[src/rtl/bp_pkg.sv]
package bp_pkg;
  // Two-bit counter states; bit 1 is the direction, bit 0 the hysteresis.
  typedef enum logic [1:0] {
    CTR_STRONG_NT = 2'b00,
    CTR_WEAK_NT   = 2'b01,
    CTR_WEAK_T    = 2'b10,
    CTR_STRONG_T  = 2'b11
  } ctr_state_t;
endpackage

[src/rtl/bp_index.sv]
module bp_index #(
  parameter int PC_W  = 32,
  parameter int IDX_W = 6
) (
  input  logic [PC_W-1:0]  pc,
  output logic [IDX_W-1:0] idx
);
  // Instructions are word aligned, so the two lowest bits carry no information.
  logic unused_bits;
  assign unused_bits = ^{pc[PC_W-1:IDX_W+2], pc[1:0]};
  assign idx = pc[IDX_W+1:2];
endmodule

[src/rtl/bp_next.sv]
module bp_next
  import bp_pkg::*;
#(
  parameter int ENTRY_BITS = 2
) (
  input  logic [ENTRY_BITS-1:0] cur,
  input  logic                  taken,
  output logic [ENTRY_BITS-1:0] nxt
);
  generate
    if (ENTRY_BITS == 1) begin : g_last
      logic unused_cur;
      assign unused_cur = cur[0];
      assign nxt = taken;
    end else begin : g_ctr
      ctr_state_t st;
      assign st = ctr_state_t'(cur);
      always_comb begin
        nxt = cur;
        case (st)
          CTR_STRONG_NT: nxt = taken ? CTR_WEAK_NT   : CTR_STRONG_NT;
          CTR_WEAK_NT:   nxt = taken ? CTR_WEAK_T    : CTR_STRONG_NT;
          CTR_WEAK_T:    nxt = taken ? CTR_STRONG_T  : CTR_WEAK_NT;
          CTR_STRONG_T:  nxt = taken ? CTR_STRONG_T  : CTR_WEAK_T;
          default:       nxt = cur;
        endcase
      end
    end
  endgenerate
endmodule

[src/rtl/bp_table.sv]
module bp_table #(
  parameter int IDX_W      = 6,
  parameter int ENTRY_BITS = 2
) (
  input  logic                  clk,
  input  logic                  rst,
  input  logic [IDX_W-1:0]      rd_a_idx,
  output logic [ENTRY_BITS-1:0] rd_a_val,
  input  logic [IDX_W-1:0]      rd_b_idx,
  output logic [ENTRY_BITS-1:0] rd_b_val,
  input  logic                  wr_en,
  input  logic [IDX_W-1:0]      wr_idx,
  input  logic [ENTRY_BITS-1:0] wr_val
);
  localparam int DEPTH = 1 << IDX_W;
  // Reset value: one step below the taken boundary (01 for counters, 0 for 1-bit).
  localparam logic [ENTRY_BITS-1:0] INIT = ENTRY_BITS'((1 << (ENTRY_BITS - 1)) - 1);

  logic [ENTRY_BITS-1:0] mem [DEPTH];

  always_ff @(posedge clk) begin
    if (rst) begin
      for (int i = 0; i < DEPTH; i++) mem[i] <= INIT;
    end else if (wr_en) begin
      mem[wr_idx] <= wr_val;
    end
  end

  // Asynchronous reads see the contents from before this cycle's write.
  assign rd_a_val = mem[rd_a_idx];
  assign rd_b_val = mem[rd_b_idx];
endmodule

[src/rtl/bimodal_predictor.sv]
module bimodal_predictor #(
  parameter int PC_W       = 32,
  parameter int IDX_W      = 6,
  parameter int ENTRY_BITS = 2
) (
  input  logic            clk,
  input  logic            rst,
  input  logic [PC_W-1:0] lk_pc,
  output logic            lk_taken,
  input  logic            up_valid,
  input  logic [PC_W-1:0] up_pc,
  input  logic            up_taken
);
  logic [IDX_W-1:0]      lk_idx, up_idx;
  logic [ENTRY_BITS-1:0] lk_val, up_cur, up_nxt;

  bp_index #(.PC_W(PC_W), .IDX_W(IDX_W)) i_lk_index (.pc(lk_pc), .idx(lk_idx));
  bp_index #(.PC_W(PC_W), .IDX_W(IDX_W)) i_up_index (.pc(up_pc), .idx(up_idx));

  bp_table #(.IDX_W(IDX_W), .ENTRY_BITS(ENTRY_BITS)) i_table (
    .clk      (clk),
    .rst      (rst),
    .rd_a_idx (lk_idx),
    .rd_a_val (lk_val),
    .rd_b_idx (up_idx),
    .rd_b_val (up_cur),
    .wr_en    (up_valid),
    .wr_idx   (up_idx),
    .wr_val   (up_nxt)
  );

  bp_next #(.ENTRY_BITS(ENTRY_BITS)) i_next (
    .cur   (up_cur),
    .taken (up_taken),
    .nxt   (up_nxt)
  );

  assign lk_taken = lk_val[ENTRY_BITS-1];
endmodule

[config.mk]
export PLATFORM = sky130hd
export DESIGN_NAME = bimodal_predictor
export DESIGN_NICKNAME = d
export VERILOG_FILES = /design/src/rtl/bp_pkg.sv /design/src/rtl/bp_index.sv /design/src/rtl/bp_next.sv /design/src/rtl/bp_table.sv /design/src/rtl/bimodal_predictor.sv
export SDC_FILE = /design/constraint.sdc
export NUM_CORES = 1
export LEC_CHECK = 0
export BUFFER_PORTS_ARGS = -buffer_cell sky130_fd_sc_hd__buf_4
export CORE_MARGIN = 2
export CORE_UTILIZATION = 35
export CTS_BUF_LIST = sky130_fd_sc_hd__clkbuf_16
export DETAILED_ROUTE_END_ITERATION = 10
export GPL_ROUTABILITY_DRIVEN = 0
export PLACE_DENSITY = 0.59
export SKIP_CTS_REPAIR_TIMING = 1
export SLEW_MARGIN = 0
export SYNTH_ARGS = -nofsm -noshare
export SYNTH_HDL_FRONTEND = slang
export SYNTH_SLANG_ARGS = --single-unit
[constraint.sdc]
create_clock -name clk -period 4 [get_ports clk]
set_input_delay 0.4 -clock clk [delete_from_list [all_inputs] [get_ports clk]]
set_output_delay 0.4 -clock clk [all_outputs]
set_load 0.02 [all_outputs]
==> insert_results.sql <==
INSERT INTO impl_metrics (metric_group, metric, value, unit) VALUES
('setup_path', 'critPathLaunchType', 'input port', ''),
('place', 'numPlacedInstances', '825', ''),
('drt', 'drt_wl_total', '20.5', 'mm'),
('setup_path', 'path_cells', 'buf_4 > clkinv_1 > nand2_1 > o22ai_1 > a311oi_1 > o22ai_1 > nor4_2 > maj3_2 > buf_4 > nor3_1', ''),
('finish', 'final-instance-count-excl-fill', '857', ''),
('yosys', 'synth_top_cells_by_area', 'sky130_fd_sc_hd__edfxtp_1 (55%), sky130_fd_sc_hd__mux4_2 (9.1%), sky130_fd_sc_hd__o21ai_0 (4.3%)', ''),
('drt', 'routed_via_density', '6.09', ''),
('place', 'placed_wire_length_estimate_after_detailed_placement', '13.2', 'mm'),
('finish', 'antenna-diode-count', '0', ''),
('finish', 'flip_flop_count_of_the_largest_register_after_layout', '128', ''),
('timing', 'grt_setup_unrepaired', 'no', ''),
('floorplanning', 'floorplan.rows', '51', ''),
('power', 'leakagePower', '0.00236', 'uW'),
('setup_path', 'critical_path_class', 'input port to flop', ''),
('timing', 'tightestPinTransition', '1.07', 'ns'),
('drt', 'first_pass_iters', '5', ''),
('clock_network', 'cts_buffer_depth', '2', ''),
('timing', 'period_minus_slack', '3.21', 'ns'),
('timing', 'setup_ws', '0.791', 'ns'),
('floorplanning', 'dieArea', '0.0210', 'sq mm'),
('drt', 'ant_nets', '0', ''),
('setup_path', 'cell_with_the_biggest_individual_delay_on_the_critical_path', 'sky130_fd_sc_hd__nor4_2', ''),
('yosys', 'ys_seq_elements', '128', ''),
('floorplanning', 'design.portCount', '69', ''),
('yosys', 'mappedNetlistNets', '662', ''),
('setup_path', 'critical_path_arrival', '3.35', 'ns'),
('floorplanning', 'fp.dieH', '145', 'microns'),
('setup_path', 'crit_path_max_fanout', '31', ''),
('setup_path', 'crit_path_max_incr_delay', '0.43', 'ns'),
('floorplanning', 'floorplan.die.width', '145', 'microns'),
('grt', 'gr-usage-all-layers', '0.202', ''),
('outcome', 'outcome', 'complete, no violations', ''),
('timing', 'finalHoldViolCount', '0', ''),
('yosys', 'largest_area_contributor_in_the_netlist', 'sky130_fd_sc_hd__edfxtp_1', ''),
('worst_hold_path', 'whs_path_depth', '4', ''),
('finish', 'largestRegisters', 'i_table.mem: 128 flops', ''),
('setup_path', 'worst_ep_required_time', '4.14', 'ns'),
('setup_path', 'cell_depth_of_the_worst_flop_to_flop_path', '9', ''),
('floorplanning', 'placeable_core_region', '0.0195', 'sq mm'),
('clock_network', 'tritoncts.num_buffers', '17', ''),
('yosys', 'asyncSetResetFlopFracSynth', '0', ''),
('place', 'pre_cts_slack', '0.451', 'ns'),
('timing', 'clock_skew', '0.00766', 'ns'),
('yosys', 'synth_warnings', '0', ''),
('clock_network', 'number_of_h_tree_levels', '4', ''),
('clock_network', 'cts_root_buffer', 'sky130_fd_sc_hd__clkbuf_16', ''),
('timing', 'layout_worst_path_cycle_share', '0.802', ''),
('grt', 'number_of_antenna_violations_at_the_first_check_in_global_routing', '0', ''),
('power', 'power_density', '441', 'mW/mm^2'),
('grt', 'grt_first_pass_wirelength', '30.7', 'mm'),
('grt', 'grt_overflow', '0', ''),
('job', 'drv.max_cap_violation_count', '0', ''),
('clock_network', 'tritoncts', 'yes', ''),
('floorplanning', 'initial_utilization', '0.357', ''),
('yosys', 'synth.cell_area', '0.00694', 'sq mm'),
('yosys', 'synth-edff-count', '128', ''),
('power', 'irDropWorstVdd', '234', 'uV'),
('drt', 'drt_drc_violations_left', '0', ''),
('finish', 'fin_nets', '647', ''),
('yosys', 'synth_top_cell_area_share', '0.554', ''),
('clock_network', 'clock_insertion_delay_worst_skew', '0.43', 'ns'),
('drt', 'avgRoutedWirePerCell', '23.9', 'microns'),
('finish', 'final_layout_size_suffix_gt1_frac', '0.169', ''),
('timing', 'setup_viol', '0', ''),
('worst_hold_path', 'hp-class', 'input port to flop', ''),
('place', 'io_buffer_count', '16', ''),
('setup_path', 'rrSetupSlack', '1.14', 'ns'),
('clock_network', 'clkSlewWorstSetupHoldPaths', '0.06', 'ns'),
('drt', 'dr_total_vias', '5217', ''),
('setup_path', 'critical_path.endpoint_type', 'flop', ''),
('timing', 'max_slew_margin', '0.282', '');
-- through the flow --
stage / hold WS (ns) / power, uW / area (sq um) / utilization
global route: 0.555 / 3520 / 7780 / 0.400
CTS: 0.501 / 3440 / 7780 / 0.400
floorplan: 0.731 / 1820 / 6940 / -
finish: 0.522 / 3430 / 7780 / 0.400
global placement: 0.934 / 1930 / 7210 / 0.370
detailed placement: 0.942 / 1930 / 7210 / 0.370
-- area by class of cell --
type                    count  area [sq um]  area share
flip-flops and latches    128          3840       0.494
well taps                 265           332      0.0426
inverters                   7          26.3     0.00338
multi-input cells         390          2720       0.349
repair buffers             35           288      0.0370
clock inverters            15           151      0.0195
clock buffers              17           425      0.0547
-- worst max-delay path: cells and delay by family --
family / cells / cell delay [ns]
buffers and inverters: 3 / 1.06
AOI/OAI and AO/OA: 3 / 0.58
and+or+nand+nor: 3 / 0.94
adders and majority gates: 1 / 0.31
-- layout by cell type, fill, tap and decap left out, types with 3 or more instances in the layout --
master / count
sky130_fd_sc_hd__nand2_1: 47
sky130_fd_sc_hd__nor2b_1: 5
sky130_fd_sc_hd__clkinv_2: 4
sky130_fd_sc_hd__and3_1: 6
sky130_fd_sc_hd__clkinv_1: 5
sky130_fd_sc_hd__a221oi_1: 10
sky130_fd_sc_hd__edfxtp_1: 128
sky130_fd_sc_hd__mux4_2: 28
sky130_fd_sc_hd__a311oi_1: 3
sky130_fd_sc_hd__clkinvlp_4: 3
sky130_fd_sc_hd__buf_4: 33
sky130_fd_sc_hd__nor2_1: 31
sky130_fd_sc_hd__a31oi_1: 3
sky130_fd_sc_hd__mux2_2: 3
sky130_fd_sc_hd__a22oi_1: 3
sky130_fd_sc_hd__mux2i_1: 23
sky130_fd_sc_hd__a211oi_1: 3
sky130_fd_sc_hd__bufinv_16: 3
sky130_fd_sc_hd__clkbuf_16: 17
sky130_fd_sc_hd__nor3_1: 53
sky130_fd_sc_hd__nand3_1: 59
sky130_fd_sc_hd__o21ai_0: 60
sky130_fd_sc_hd__a21oi_1: 6
sky130_fd_sc_hd__inv_1: 7
sky130_fd_sc_hd__and2_1: 3
sky130_fd_sc_hd__o22ai_1: 10
sky130_fd_sc_hd__nand4_1: 7
-- power by group --
group          internal [uW]  switching (uW)  total (uW)
clock network            960             558        1520
registers               1510            18.3        1530
logic                    123             263         386
total                   2590             839        3430
-- per-layer routing --
| metal | GRT usage | vias to the layer above | routed length, microns |
|---|---|---|---|
| met5 | 0 | - | 0 |
| li1 | - | 2277 | - |
| met1 | 0.258 | 2566 | 7940 |
| met3 | 0.0586 | 61 | 2130 |
| met4 | 0.0910 | 0 | 767 |
| met2 | 0.320 | 313 | 9640 |
-- final timing paths --
kind	to	from
max	i_table.mem[54][1]	up_pc[2]
min	i_table.mem[37][0]	up_valid
max reg2reg	i_table.mem[54][1]	i_table.mem[40][0]
min reg2reg	i_table.mem[14][0]	i_table.mem[16][0]
-- synthesized netlist by cell type (5+ instances only) --
cell                       number
sky130_fd_sc_hd__buf_1          5
sky130_fd_sc_hd__buf_6          8
sky130_fd_sc_hd__mux2i_1       23
sky130_fd_sc_hd__o21ai_0       60
sky130_fd_sc_hd__mux4_2        28
sky130_fd_sc_hd__edfxtp_1     128
sky130_fd_sc_hd__nor2b_1        5
sky130_fd_sc_hd__clkbuf_1      35
sky130_fd_sc_hd__nand4_1        7
sky130_fd_sc_hd__nor3_1        53
sky130_fd_sc_hd__o22ai_1       10
sky130_fd_sc_hd__nor2_1        31
sky130_fd_sc_hd__and3_1         6
sky130_fd_sc_hd__a221oi_1      10
sky130_fd_sc_hd__buf_2         18
sky130_fd_sc_hd__inv_1          6
sky130_fd_sc_hd__a21oi_1        6
sky130_fd_sc_hd__nand2_1       47
sky130_fd_sc_hd__nand3_1       59
-- cells by family after synthesis --
group,Yosys count,synth area share
compound gates,108,0.0948
fa+ha+maj,2,0.00307
buf+inv,76,0.0546
flops,128,0.554
mux,57,0.138
simple gates,223,0.155
Note: power is estimated with default switching activity, not from simulation.
